[config.mk]
export PLATFORM = sky130hd
export DESIGN_NAME = once_secret_store
export DESIGN_NICKNAME = d
export VERILOG_FILES = /design/src/rtl/oss_pkg.sv /design/src/rtl/oss_ctrl.sv /design/src/rtl/oss_datapath.sv /design/src/rtl/once_secret_store.sv
export SDC_FILE = /design/constraint.sdc
export NUM_CORES = 1
export LEC_CHECK = 0
export ABC_AREA = 1
export BUFFER_PORTS_ARGS = -buffer_cell sky130_fd_sc_hd__clkbuf_2
export CAP_MARGIN = 20
export CORE_MARGIN = 3
export CORE_UTILIZATION = 40
export DETAILED_ROUTE_END_ITERATION = 16
export HOLD_SLACK_MARGIN = 0.1
export MAX_ROUTING_LAYER = met4
export PLACE_DENSITY = 0.67
export SLEW_MARGIN = 15
export SYNTH_ARGS = -nofsm -noshare
export SYNTH_HDL_FRONTEND = slang
export SYNTH_SLANG_ARGS = --single-unit
[constraint.sdc]
create_clock -name clk -period 1.09 [get_ports clk]
set_clock_uncertainty 0.1 [all_clocks]
set_input_delay 0.218 -clock clk [delete_from_list [all_inputs] [get_ports clk]]
set_output_delay 0.218 -clock clk [all_outputs]
set_load 0.05 [all_outputs]
[src/rtl/oss_pkg.sv]
package oss_pkg;

  // Width of the word index carried from control to datapath
  localparam int OSS_IDX_W = 3;

  // Strobes from the control module to the datapath
  typedef struct packed {
    logic                 load;   // capture table output this edge
    logic                 spent;  // read flag of the addressed word
    logic [OSS_IDX_W-1:0] idx;    // word index
  } ossStrobe_t;

endpackage

[src/rtl/oss_ctrl.sv]
module oss_ctrl
  import oss_pkg::*;
#(
  parameter int               WORDS     = 8,
  parameter int               ADDR_W    = 8,
  parameter logic [ADDR_W-1:0] BASE_ADDR = 8'h10
) (
  input  logic              clk,
  input  logic              rstN,
  input  logic              appMode,
  input  logic              cs,
  input  logic              we,
  input  logic [ADDR_W-1:0] addr,
  output ossStrobe_t        strb,
  output logic              ready
);

  localparam int IDX_W = OSS_IDX_W;

  logic [ADDR_W-1:0] offset;
  logic              inRange;
  logic              validRd;
  logic [IDX_W-1:0]  wordIdx;
  logic [WORDS-1:0]  readFlags;

  always_comb begin
    offset  = addr - BASE_ADDR;
    inRange = offset < ADDR_W'(WORDS);
    wordIdx = offset[IDX_W-1:0];
    validRd = cs && !we && !appMode && inRange;
    strb.load  = validRd;
    strb.spent = readFlags[wordIdx];
    strb.idx   = wordIdx;
  end

  always_ff @(posedge clk or negedge rstN) begin
    if (!rstN) begin
      readFlags <= '0;
      ready     <= 1'b0;
    end else begin
      ready <= cs;
      if (validRd) readFlags[wordIdx] <= 1'b1;
    end
  end


  mode_blocks_flags_chk: assert property (@(posedge clk) disable iff (!rstN)
    appMode |=> $stable(readFlags));


  write_keeps_flags_chk: assert property (@(posedge clk) disable iff (!rstN)
    (cs && we) |=> $stable(readFlags));


  flag_sticky_chk: assert property (@(posedge clk) disable iff (!rstN)
    1'b1 |=> (($past(readFlags) & ~readFlags) == '0) &&
             ($countones(readFlags ^ $past(readFlags)) <= 1));

endmodule

[src/rtl/oss_datapath.sv]
module oss_datapath
  import oss_pkg::*;
#(
  parameter int                      WORDS  = 8,
  parameter int                      WORD_W = 32,
  parameter logic [WORDS*WORD_W-1:0] SECRET = '0
) (
  input  logic              clk,
  input  logic              rstN,
  input  ossStrobe_t        strb,
  output logic [WORD_W-1:0] rdData
);

  localparam int TBL_D = 2 ** (OSS_IDX_W + 1);

  // Table for one output bit: lower half holds the secret bit of each
  // word, upper half (selected by a set read flag) holds zeros.
  function automatic logic [TBL_D-1:0] mkTable(input int bitPos);
    logic [TBL_D-1:0] t;
    t = '0;
    for (int i = 0; i < WORDS; i++) t[i] = SECRET[i*WORD_W + bitPos];
    return t;
  endfunction

  logic [OSS_IDX_W:0] tblAddr;
  logic [WORD_W-1:0]  tblOut;

  assign tblAddr = {strb.spent, strb.idx};

  for (genvar j = 0; j < WORD_W; j++) begin : g_bitTable
    localparam logic [TBL_D-1:0] TBL = mkTable(j);
    assign tblOut[j] = TBL[tblAddr];
  end

  always_ff @(posedge clk or negedge rstN) begin
    if (!rstN) rdData <= '0;
    else       rdData <= strb.load ? tblOut : '0;
  end


  idle_zero_chk: assert property (@(posedge clk) disable iff (!rstN)
    !strb.load |=> rdData == '0);


  spent_zero_chk: assert property (@(posedge clk) disable iff (!rstN)
    (strb.load && strb.spent) |=> rdData == '0);

endmodule

[src/rtl/once_secret_store.sv]
module once_secret_store
  import oss_pkg::*;
#(
  parameter int                      WORDS     = 8,
  parameter int                      WORD_W    = 32,
  parameter int                      ADDR_W    = 8,
  parameter logic [ADDR_W-1:0]       BASE_ADDR = 8'h10,
  parameter logic [WORDS*WORD_W-1:0] SECRET    = {
    32'hF0E1D2C3, 32'h0F1E2D3C, 32'h2468ACE0, 32'h13579BDF,
    32'hCAFEF00D, 32'hDEADBEEF, 32'h89ABCDEF, 32'h01234567}
) (
  input  logic              clk,
  input  logic              rstN,
  input  logic              appMode,
  input  logic              cs,
  input  logic              we,
  input  logic [ADDR_W-1:0] addr,
  output logic [WORD_W-1:0] rdData,
  output logic              ready
);

  ossStrobe_t strb;

  oss_ctrl #(
    .WORDS(WORDS), .ADDR_W(ADDR_W), .BASE_ADDR(BASE_ADDR)
  ) i_ctrl (
    .clk(clk), .rstN(rstN), .appMode(appMode), .cs(cs), .we(we),
    .addr(addr), .strb(strb), .ready(ready)
  );

  oss_datapath #(
    .WORDS(WORDS), .WORD_W(WORD_W), .SECRET(SECRET)
  ) i_data (
    .clk(clk), .rstN(rstN), .strb(strb), .rdData(rdData)
  );

endmodule

==> metrics.md <==
| Metric | Value |
|---|---|
| Commonest non-fill, non-tap cell in the layout | `buf_8` |
| Crit path max fanout | `7` |
| PwrDens | `1092 nW/µm²` |
| YS warnings | `0` |
| Critical setup path kind | `flip-flop to flip-flop` |
| Inst Count DP | `272` |
| Yosys top cell area share | `55.82%` |
| Largest net degree at the start of global routing | `36` |
| Htree depth | `2` |
| First-pass GRT wire length | `5.520 mm` |
| Ys async rst share | `100.0%` |
| CP max-delay cell | `dfrtp_1` |
| Diode count | `0` |
| Starting Density | `42.22%` |
| CP arrival | `1.39 ns` |
| Peak VDD IR | `670.6 µV` |
| Peak Freq | `782.7 MHz` |
| First DRT Iteration DRCs | `25` |
| Post-route setup TNS | `-6.222 ns` |
| # IOs | `46` |
| Multi-input gate area | `685.7 µm²` |
| Num CTS Buffers | `5` |
| Row count | `22` |
| Clk_lat worst skew | `0.28 ns` |
| Clock Tree Buf Depth | `2` |
| RePlAce Congestion | `0.8207` |
| Post-synth EDFFs | `0` |
| Failing checks | `setup timing` |
| Setup WS post-layout | `-0.1876 ns` |
| CP endpoint kind | `flip-flop` |
| Rel. slew slack | `74.00%` |
| Buf+Inv Stages, Crit Path | `2` |
| Post-synth cell types | `21` |
| Period utilization | `117.2%` |
| Leakage | `1.323 nW` |
| Worst setup SP type | `flip-flop` |
| Via-to-Cell Ratio | `4.486` |
| Number of remaining DRC errors | `0` |
| Dpl hpwl | `2.300 mm` |
| Crit-path cells | `inv_1 -> nand2_1 -> nand3_2 -> nand2_2 -> nor2_4 -> buf_12 -> nand2_8 -> nor2_1` |
| Endpoints failing setup | `59` |
| Port-buffer cells | `45` |
| RR Startpoint | `i_ctrl.readFlags[4]` |
| Synth Instances | `169` |
| Worst slew pin tran | `0.3860 ns` |
| Top cells by area, synth | `dfrtp_1, nand2_1, nor2_1, inv_1, ha_1` |
| Fill count | `281` |
| Yosys reg bits | `35` |
| Outcome | `complete, but fails checks` |
| TritonCTS Sinks | `35` |
| Wire length per cell | `11.85 µm` |
| RSZ-0062 raised after global routing | `true` |
| Max stage delay on crit path | `0.37 ns` |
| GRT Total Usage | `16.23%` |
| Most frequent cells in the layout | `buf_8, nand2_1, dfrtp_1` |
| Data required, critical path | `1.20 ns` |
| TritonCTS clock tree | `yes` |
| Die extent in y | `68.63 µm` |
| Gr ovfl total | `0` |
| Most used DFF post-synth | `dfrtp_1` |
| Die Span X | `68.63 µm` |
| Layout cells sized above 1 | `50.85%` |
| Syn_nets | `187` |
| Nets | `253` |
| Final max-slew violation count | `0` |
| Root buffer cell | `clkbuf_8` |
| TritonRoute pass-1 iters | `3` |
| Cell accounting for the most synthesized area | `dfrtp_1` |
| Clock-pin slew of the registers on the worst-case setup and hold paths | `0.07 ns` |
| Tmin final | `1.278 ns` |
| Vias in the first global route | `1283` |
| Sequential share of the synthesized area | `55.82%` |
| Post-Layout Cell Count | `284` |
| Die area | `4710 µm²` |
| Maximum Capacitance Violations | `0` |
| Final wirelength | `3.366 mm` |
| Synthesized area per cell | `9.284 µm²` |
| Hold path start | `addr[0]` |
| P&R area growth vs syn | `64.59%` |
| Core Area | `3716 µm²` |
| Hold Violations, Final | `0` |
| Sequential cell area | `883.3 µm²` |
| Vias | `1274` |
| Netlist Area Pre-Place | `1569 µm²` |
| CP startpoint | `i_ctrl.readFlags[4]` |
| Initial antenna violation count | `0` |
| Path type of the worst min-delay path | `input port to flip-flop` |
| Critical path's top delay family | `simple AND/OR/NAND/NOR gates` |
| Routed Antenna Nets | `0` |
[area by class of cell]
cell class	instances	area share, %
well taps	48	2.326
inverters	22	3.295
multi-input cells	104	26.55
repair buffers	67	29.07
clock inverters	2	1.357
flip-flops and latches	35	34.21
clock buffers	6	3.198
[cells by family after synthesis]
| kind of cell | share of synthesized area [%] |
|---|---|
| flops | 55.82 |
| buf+inv | 10.37 |
| fa+ha+maj | 3.987 |
| compound gates | 5.263 |
| simple gates | 24.56 |
[sequential cells by signal, indices dropped and copies added, names as in the netlist]
register,count
i_ctrl.readFlags,8
i_ctrl.ready,1
i_data.rdData,26
[final timing paths]
| check | depth (start not counted) | endpoint | slack [ns] |
|---|---|---|---|
| worst max-delay path | 8 | i_data.rdData[17] | -0.19 |
| worst min-delay path | 3 | i_ctrl.readFlags[7] | 0.20 |
| worst max register to register | 8 | i_data.rdData[17] | -0.19 |
| worst min register to register | 2 | i_ctrl.readFlags[0] | 0.36 |
| max in group asynchronous | 3 | i_data.rdData[28] | 0.37 |
| min in group asynchronous | 3 | i_data.rdData[10] | 0.33 |
[repair_timing]
action                                  in CTS  in global routing
setup buffers                                1                  0
cloned                                       1                  0
pin swaps                                    2                  2
gates resized for setup                     75                 56
hold buffers                                 2                  0
endpoints found under the setup margin      59                 60
endpoints found under the hold margin       36                  0
[report_power, final]
| group | switching, mW | total, mW | internal, mW |
|---|---|---|---|
| logic | 0.191 | 0.333 | 0.142 |
| clock network | 0.441 | 1.18 | 0.739 |
| registers | 0.00319 | 1.31 | 1.30 |
[synth_stat cells, types with 2 or more instances]
library cell,n
dfrtp_1,35
nand2_1,33
nor2_1,27
inv_1,20
o21ai_0,12
nor2_2,9
buf_4,8
ha_1,5
nand2_2,3
o21bai_1,3
inv_2,2
nand3_1,2
nor2_4,2
[metrics by stage]
step / hold WS, ns / total power, mW / setup WS (ns) / util (%) / instance area [µm²]
floorplan: -0.1776 / 1.463 / -0.08639 / - / 1597
global placement: 0.09578 / 1.600 / -0.3166 / 52.66 / 1957
detailed placement: 0.09708 / 1.604 / -0.3440 / 52.66 / 1957
CTS: 0.1974 / 2.835 / -0.1533 / 65.96 / 2451
global route: 0.2268 / 2.950 / -0.2544 / 69.49 / 2582
finish: 0.2035 / 2.820 / -0.1876 / 69.49 / 2582
[worst min-delay path, stage by stage]
cell and delay (ns):
clkbuf_2 0.16, nand2_1 0.10, o21bai_1 0.06
[routing by layer]
layer | share of wire [%] | track usage (%) | wire [µm] | up-vias
met5 | 0 | - | 0 | -
met4 | 0.83 | 5.211 | 28 | 0
met3 | 5.1 | 3.728 | 171 | 2
met2 | 53 | 28.72 | 1799 | 39
met1 | 41 | 17.96 | 1366 | 597
li1 | - | - | - | 636
Note: power is estimated with default switching activity, not from simulation.
